===== src/rtl/sw_pkg.sv =====
package sw_pkg;

  typedef enum logic [1:0] {
    PH_RESET  = 2'b00,
    PH_WRDATA = 2'b01,
    PH_RDDATA = 2'b10,
    PH_WRCMD  = 2'b11
  } phase_t;

  typedef enum logic [2:0] {
    ST_IDLE, ST_RSTLOW, ST_RSTWAIT, ST_SLOT, ST_DONE
  } state_t;

  typedef enum logic [2:0] {
    SQ_NONE, SQ_READY, SQ_ADDR, SQ_FUNC, SQ_SEARCH
  } seq_t;

  // strobes from control to datapath
  typedef struct packed {
    logic tmrClr;
    logic drvSet;
    logic drvRel;
    logic shLoad;
    logic shIn;
    logic shOut;
    logic bitClr;
    logic bitInc;
    logic presClr;
    logic presCap;
  } strobe_t;

  localparam logic [7:0] CMD_SEARCH       = 8'hF0;
  localparam logic [7:0] CMD_ALARM_SEARCH = 8'hEC;

endpackage


===== src/rtl/sw_datapath.sv =====
module sw_datapath
  import sw_pkg::*;
#(
  parameter int TW = 16
) (
  input  logic          clk,
  input  logic          rstN,
  input  strobe_t       stb,
  input  logic [7:0]    wrData,
  input  logic          lineIn,
  output logic [TW-1:0] tmr,
  output logic          curBit,
  output logic          bitLast,
  output logic [7:0]    shReg,
  output logic          presence,
  output logic          lineOe
);

  logic [2:0] bitCnt;
  logic lineS1, lineS2;

  always_ff @(posedge clk) begin
    if (!rstN) begin
      lineS1   <= 1'b1;
      lineS2   <= 1'b1;
      tmr      <= '0;
      lineOe   <= 1'b0;
      shReg    <= '0;
      bitCnt   <= '0;
      presence <= 1'b0;
    end else begin
      lineS1 <= lineIn;
      lineS2 <= lineS1;
      tmr    <= stb.tmrClr ? '0 : tmr + 1'b1;
      if (stb.drvSet)      lineOe <= 1'b1;
      else if (stb.drvRel) lineOe <= 1'b0;
      if (stb.shLoad)      shReg <= wrData;
      else if (stb.shIn)   shReg <= {lineS2, shReg[7:1]};
      else if (stb.shOut)  shReg <= {1'b1, shReg[7:1]};
      if (stb.bitClr)      bitCnt <= '0;
      else if (stb.bitInc) bitCnt <= bitCnt + 3'd1;
      if (stb.presClr)     presence <= 1'b0;
      else if (stb.presCap) presence <= !lineS2;
    end
  end

  assign curBit  = shReg[0];
  assign bitLast = (bitCnt == 3'd7);

  // a pull may only start from a released line
  a_r9_set_from_released: assert property (@(posedge clk) disable iff (!rstN)
    stb.drvSet |-> !lineOe);

  // the line must be released when a read bit is sampled
  a_r5_sample_released: assert property (@(posedge clk) disable iff (!rstN)
    stb.shIn |-> !lineOe);

endmodule


===== src/rtl/sw_ctrl.sv =====
module sw_ctrl
  import sw_pkg::*;
#(
  parameter int TW        = 16,
  parameter int RST_LOW_C = 480,
  parameter int RST_WIN_C = 480,
  parameter int PRES_C    = 70,
  parameter int SLOT_C    = 70,
  parameter int W1_C      = 6,
  parameter int W0_C      = 60,
  parameter int RD_C      = 6,
  parameter int RDS_C     = 15
) (
  input  logic          clk,
  input  logic          rstN,
  input  logic          start,
  input  logic [1:0]    phase,
  input  logic [7:0]    wrData,
  input  logic [TW-1:0] tmr,
  input  logic          curBit,
  input  logic          bitLast,
  input  logic          presence,
  output strobe_t       stb,
  output logic          busy,
  output logic          done,
  output logic          seqErr
);

  localparam logic [TW-1:0] RL_END   = TW'(RST_LOW_C - 1);
  localparam logic [TW-1:0] WIN_END  = TW'(RST_WIN_C - 1);
  localparam logic [TW-1:0] PRES_AT  = TW'(PRES_C - 1);
  localparam logic [TW-1:0] SLOT_END = TW'(SLOT_C - 1);
  localparam logic [TW-1:0] W1_END   = TW'(W1_C - 1);
  localparam logic [TW-1:0] W0_END   = TW'(W0_C - 1);
  localparam logic [TW-1:0] RD_END   = TW'(RD_C - 1);
  localparam logic [TW-1:0] RDS_AT   = TW'(RDS_C - 1);

  state_t state, nextState;
  seq_t   stage;
  phase_t phT;
  logic   isRead, accept, errReg;
  logic [TW-1:0] lowEnd;

  assign phT    = phase_t'(phase);
  assign lowEnd = isRead ? RD_END : (curBit ? W1_END : W0_END);

  always_comb begin
    case (phT)
      PH_RESET: accept = 1'b1;
      PH_WRCMD: accept = (stage == SQ_READY) || (stage == SQ_ADDR);
      default:  accept = (stage == SQ_ADDR) || (stage == SQ_FUNC) || (stage == SQ_SEARCH);
    endcase
  end

  always_comb begin
    stb       = '0;
    nextState = state;
    case (state)
      ST_IDLE: if (start) begin
        if (!accept) nextState = ST_DONE;
        else if (phT == PH_RESET) begin
          stb.drvSet = 1'b1; stb.tmrClr = 1'b1; stb.presClr = 1'b1;
          nextState = ST_RSTLOW;
        end else begin
          stb.drvSet = 1'b1; stb.tmrClr = 1'b1; stb.bitClr = 1'b1;
          stb.shLoad = (phT != PH_RDDATA);
          nextState  = ST_SLOT;
        end
      end
      ST_RSTLOW: if (tmr == RL_END) begin
        stb.drvRel = 1'b1; stb.tmrClr = 1'b1;
        nextState  = ST_RSTWAIT;
      end
      ST_RSTWAIT: begin
        stb.presCap = (tmr == PRES_AT);
        if (tmr == WIN_END) nextState = ST_DONE;
      end
      ST_SLOT: begin
        stb.drvRel = (tmr == lowEnd);
        stb.shIn   = isRead && (tmr == RDS_AT);
        if (tmr == SLOT_END) begin
          stb.shOut = !isRead;
          if (bitLast) nextState = ST_DONE;
          else begin
            stb.bitInc = 1'b1; stb.tmrClr = 1'b1; stb.drvSet = 1'b1;
          end
        end
      end
      ST_DONE: nextState = ST_IDLE;
      default: nextState = ST_IDLE;
    endcase
  end

  always_ff @(posedge clk) begin
    if (!rstN) begin
      state  <= ST_IDLE;
      stage  <= SQ_NONE;
      isRead <= 1'b0;
      errReg <= 1'b0;
    end else begin
      state <= nextState;
      if (state == ST_IDLE && start) begin
        errReg <= !accept;
        if (accept) begin
          isRead <= (phT == PH_RDDATA);
          case (phT)
            PH_RESET: stage <= SQ_NONE;
            PH_WRCMD: stage <= (stage != SQ_READY) ? SQ_FUNC :
                               ((wrData == CMD_SEARCH || wrData == CMD_ALARM_SEARCH) ? SQ_SEARCH : SQ_ADDR);
            default: ;
          endcase
        end
      end
      if (state == ST_RSTWAIT && tmr == WIN_END)
        stage <= presence ? SQ_READY : SQ_NONE;
    end
  end

  assign busy   = (state != ST_IDLE);
  assign done   = (state == ST_DONE);
  assign seqErr = errReg;

  // a third command before a new reset is refused
  a_r7_third_cmd: assert property (@(posedge clk) disable iff (!rstN)
    (state == ST_IDLE && start && phT == PH_WRCMD && stage == SQ_FUNC) |=> (seqErr && done));

  // after a search-type addressing command no command is taken
  a_r8_search_lock: assert property (@(posedge clk) disable iff (!rstN)
    (state == ST_IDLE && start && phT == PH_WRCMD && stage == SQ_SEARCH) |=> (seqErr && done));

  // a strobe during a slot changes no sequence state
  a_r10_ignore_start: assert property (@(posedge clk) disable iff (!rstN)
    (start && state == ST_SLOT) |=> ($stable(stage) && $stable(isRead)));

endmodule


===== src/rtl/sw_master.sv =====
module sw_master
  import sw_pkg::*;
#(
  parameter int CYC_PER_US = 100,
  parameter int RST_LOW_US = 480,
  parameter int RST_WIN_US = 480,
  parameter int PRES_US    = 70,
  parameter int SLOT_US    = 70,
  parameter int W1_US      = 6,
  parameter int W0_US      = 60,
  parameter int RD_US      = 6,
  parameter int RDS_US     = 15
) (
  input  logic       clk,
  input  logic       rstN,
  input  logic       start,
  input  logic [1:0] phase,
  input  logic [7:0] wrData,
  output logic [7:0] rdData,
  output logic       busy,
  output logic       done,
  output logic       presence,
  output logic       seqErr,
  output logic       lineOe,
  input  logic       lineIn
);

  localparam int RST_LOW_C = RST_LOW_US * CYC_PER_US;
  localparam int RST_WIN_C = RST_WIN_US * CYC_PER_US;
  localparam int MAX_C     = (RST_LOW_C > RST_WIN_C) ? RST_LOW_C : RST_WIN_C;
  localparam int TW        = $clog2(MAX_C + 1);

  strobe_t       stb;
  logic [TW-1:0] tmr;
  logic          curBit, bitLast;

  sw_ctrl #(
    .TW(TW), .RST_LOW_C(RST_LOW_C), .RST_WIN_C(RST_WIN_C),
    .PRES_C(PRES_US * CYC_PER_US), .SLOT_C(SLOT_US * CYC_PER_US),
    .W1_C(W1_US * CYC_PER_US), .W0_C(W0_US * CYC_PER_US),
    .RD_C(RD_US * CYC_PER_US), .RDS_C(RDS_US * CYC_PER_US)
  ) u_ctrl (
    .clk(clk), .rstN(rstN), .start(start), .phase(phase), .wrData(wrData),
    .tmr(tmr), .curBit(curBit), .bitLast(bitLast), .presence(presence),
    .stb(stb), .busy(busy), .done(done), .seqErr(seqErr)
  );

  sw_datapath #(.TW(TW)) u_dp (
    .clk(clk), .rstN(rstN), .stb(stb), .wrData(wrData), .lineIn(lineIn),
    .tmr(tmr), .curBit(curBit), .bitLast(bitLast), .shReg(rdData),
    .presence(presence), .lineOe(lineOe)
  );

  // idle means released
  a_r9_idle_released: assert property (@(posedge clk) disable iff (!rstN)
    !busy |-> !lineOe);

  // done lasts one cycle
  a_r11_done_pulse: assert property (@(posedge clk) disable iff (!rstN)
    done |=> !done);

  // busy holds until the done pulse
  a_r11_busy_to_done: assert property (@(posedge clk) disable iff (!rstN)
    (busy && !done) |=> busy);

endmodule


===== config.mk =====
export PLATFORM = sky130hd
export DESIGN_NAME = sw_master
export DESIGN_NICKNAME = d
export VERILOG_FILES = /design/src/rtl/sw_pkg.sv /design/src/rtl/sw_datapath.sv /design/src/rtl/sw_ctrl.sv /design/src/rtl/sw_master.sv
export SDC_FILE = /design/constraint.sdc
export NUM_CORES = 1
export LEC_CHECK = 0
export ABC_AREA = 0
export ABC_CLOCK_PERIOD_IN_PS = 2300
export BUFFER_PORTS_ARGS = -buffer_cell sky130_fd_sc_hd__buf_2
export CORE_MARGIN = 10
export CORE_UTILIZATION = 43
export DETAILED_ROUTE_END_ITERATION = 8
export SETUP_SLACK_MARGIN = 0.2
export SYNTH_ARGS = -nofsm -noshare
export SYNTH_HDL_FRONTEND = slang
export SYNTH_SLANG_ARGS = --single-unit
export TNS_END_PERCENT = 5

===== constraint.sdc =====
create_clock -name clk -period 2.3 [get_ports clk]
set_input_delay 0.69 -clock clk [delete_from_list [all_inputs] [get_ports clk]]
set_output_delay 0.69 -clock clk [all_outputs]
set_load 0.005 [all_outputs]

==> results.tsv <==
metric	value	unit
cells after synthesis	251	
Final #Nets	312	
skew final	0.008929	ns
post-synthesis compound-gate area fraction	13.88	%
Iter 0 DRT Violations	123	
first-pass GRT wire length	8783	um
H-Tree Depth	2	
initial antenna violation count	0	
Final Hold Fails	0	
placer congestion estimate	0.8250	
worst hold path type	reg2reg	
fmax	483.2	MHz
Num CTS Buffers	5	
Lkg Pwr	1.058	nW
post-DP HPWL	3794	um
register area	780.7	sq um
mean routed wirelength per cell	14.50	um
Slew HR	68.26	%
DRC	0	
Ant. Diodes	0	
CTS Sinks	39	
Post-Synth Adder-Cell Area	3.484	%
final critical-path required period	2.070	ns
Async SR Flop Fraction	0	%
average cell area after synthesis	8.584	sq um
Slew @ Worst Pin	0.4725	ns
total core area	4786	sq um
Synth Area in XOR/XNOR	6.098	%
multi-input gate area in the final layout	1380	sq um
vias in the first global route	1820	
maximum fanout along the worst path	5	
Post-synth EDFFs	0	
RSZ-0062 raised after global routing	true	
CP Class	reg2reg	
WHS	0.4112	ns
CP Capture Type	register	
layout cells sized above 1	24.91	%
R2R setup slack	0.23	ns
Total GRT Usage	12.51	%
largest family of logic cells by synthesized area	simple AND/OR/NAND/NOR gates	
Post-Route WL	5221	um
CTS tree	yes	
Die X	90.79	um
io pins	27	
DRT Pass-1 Iters	4	
clock slew at reported path FFs	0.08	ns
multiplexer area fraction after synthesis	4.646	%
final setup fails	0	
largest net degree at the start of global routing	24	
Post-Synthesis Cell Area	2155	sq um
Max VDD drop	238.8	uV
grt total ovfl	0	
Clock Path Buffers	2	
vias	1965	
final period utilization	89.98	%
Routed Antenna Nets	0	
input/output buffers	26	
layout overhead on the synthesized area	24.56	%
sequential element share of the synthesized area	36.24	%
syn nets	271	
Total Die Area	8242	sq um
Max Slew Vio Count	0	
chip height	90.79	um
Fillers	465	
startpoint types	register	
vias per cell	5.458	
# rows	25	
P per Cell Area	538.2	nW/um^2
CTS hold repair buffers	0	
Worst Path Arrival	2.25	ns
clk_lat worst skew	0.30	ns
ys flop type	dfxtp_1	
CTS root buf	clkbuf_8	
Yosys reg bits	39	
Starting Density	45.02	%
status	completed	
Netlist cell types	53	
Crit path required time	2.48	ns
final total power	0.001444	W
total number of yosys warnings	0	
MaxCap Viol Count	0	
Simple-Gate Fraction of Synth Area	31.88	%
[logic make-up after synthesis]
family,count (synthesis)
adder cells (fa/ha/maj),6
buffers and inverters,17
multiplexers,10
flip-flops,39
AO/OA/AOI/OAI,48
XOR/XNOR,15
AND/OR/NAND/NOR,116
[metrics by stage]
stage / setup WS (ns) / TNS, ns / instance area, sq um / instances / util, %
after floorplan: 0.1627 / 0 / 2176 / 251 / -
after global placement: -0.01038 / -0.03841 / 2461 / 350 / 51.42
after detailed placement: -0.03837 / -0.3503 / 2461 / 350 / 51.42
after CTS: 0.1950 / 0 / 2592 / 359 / 54.17
after global routing: 0.1141 / 0 / 2684 / 360 / 56.08
final: 0.2304 / 0 / 2684 / 360 / 56.08
[area by class of cell]
type / instances / area share (%)
Timing Repair Buffer: 44 / 11.00
Multi-Input combinational cell: 195 / 51.42
Sequential cell: 39 / 29.09
Tap cell: 67 / 3.124
Clock inverter: 2 / 1.305
Inverter: 7 / 0.9790
Clock buffer: 6 / 3.077
[synth_stat cells (2+ instances only)]
library cell	instances	area (sq um)
a211oi_1	2	15.01
a21oi_1	10	50.05
a31oi_1	3	18.77
and2_1	2	12.51
and3_1	4	25.02
buf_2	2	10.01
buf_4	2	15.01
clkbuf_1	5	18.77
dfxtp_1	39	780.8
ha_1	6	75.07
inv_1	7	26.28
mux2i_1	10	100.1
nand2_1	18	67.56
nand2b_1	5	31.28
nand3_1	9	45.04
nand4_1	3	18.77
nand4b_1	4	35.03
nand4bb_1	2	22.52
nor2_1	33	123.9
nor2b_1	4	25.02
nor3_1	3	15.01
nor3b_1	2	15.01
nor4_1	6	37.54
o211ai_1	2	15.01
o21ai_0	17	85.08
o22ai_1	2	12.51
or3_1	4	25.02
or3b_2	3	26.28
or4_1	3	22.52
or4b_4	2	27.53
or4bb_1	2	22.52
xnor2_1	7	61.31
xor2_1	8	70.07
[layout by cell type (no fill, tap or decap), drive strengths merged, types with 2 or more instances in the layout]
cell type,instances
buf,43
dfxtp,39
nor2,33
nand2,18
o21ai,18
mux2i,10
a21oi,10
nand3,9
xor2,8
xnor2,7
inv,7
clkbuf,7
nor4,7
ha,6
nand2b,5
nand4b,5
or3,4
nor2b,4
and3,4
nor3,4
a31oi,3
or3b,3
nand4,3
nor3b,3
or4,3
nand4bb,2
or4b,2
and2,2
o211ai,2
a211oi,2
or4bb,2
o22ai,2
[state kept, by name, summed over array words and instances, names as in the netlist]
signal / flops
u_dp.shReg: 8
u_dp.lineS2: 1
u_ctrl.stage: 3
u_ctrl.isRead: 1
u_ctrl.state: 3
u_dp.tmr: 16
u_ctrl.seqErr: 1
u_dp.presence: 1
u_dp.lineS1: 1
u_dp.lineOe: 1
u_dp.bitCnt: 3
[critical path, stage by stage, from the launching register on]
cell and delay, ns:
dfxtp_1 0.41, ha_4 0.18, or4bb_1 0.47, or4_1 0.51, o311ai_2 0.27, o22ai_1 0.11
[where the power goes]
part | switching (W) | internal [W] | total [W]
sequential | 0.0000117 | 0.000688 | 0.000700
combinational | 0.0000745 | 0.0000704 | 0.000145
clock | 0.000248 | 0.000351 | 0.000599
[what timing repair did]
item,CTS,global route
gates cloned,0,1
setup endpoints to repair,6,33
pin swaps,0,2
gates resized for setup,2,16
setup buffers,1,0
[metal layers]
metal / global-route usage, % / part of all wire [%] / up-vias
met5: 0 / 0 / -
met4: 4.308 / 1.3 / 0
met3: 3.408 / 4.2 / 7
met2: 19.29 / 45 / 41
met1: 16.30 / 50 / 922
li1: - / - / 995
[path summary, 6_finish.rpt]
check	cells after the start	from	to
setup reg to reg	5	u_dp.tmr[0]$_SDFF_PP0_	u_dp.shReg[7]$_SDFFE_PN0P_
hold / removal	1	u_dp.lineS1$_SDFF_PN1_	u_dp.lineS2$_SDFF_PN1_
setup / recovery	5	u_dp.tmr[0]$_SDFF_PP0_	u_dp.shReg[7]$_SDFFE_PN0P_
hold reg to reg	1	u_dp.lineS1$_SDFF_PN1_	u_dp.lineS2$_SDFF_PN1_
Power figures use the tool's default switching activity.
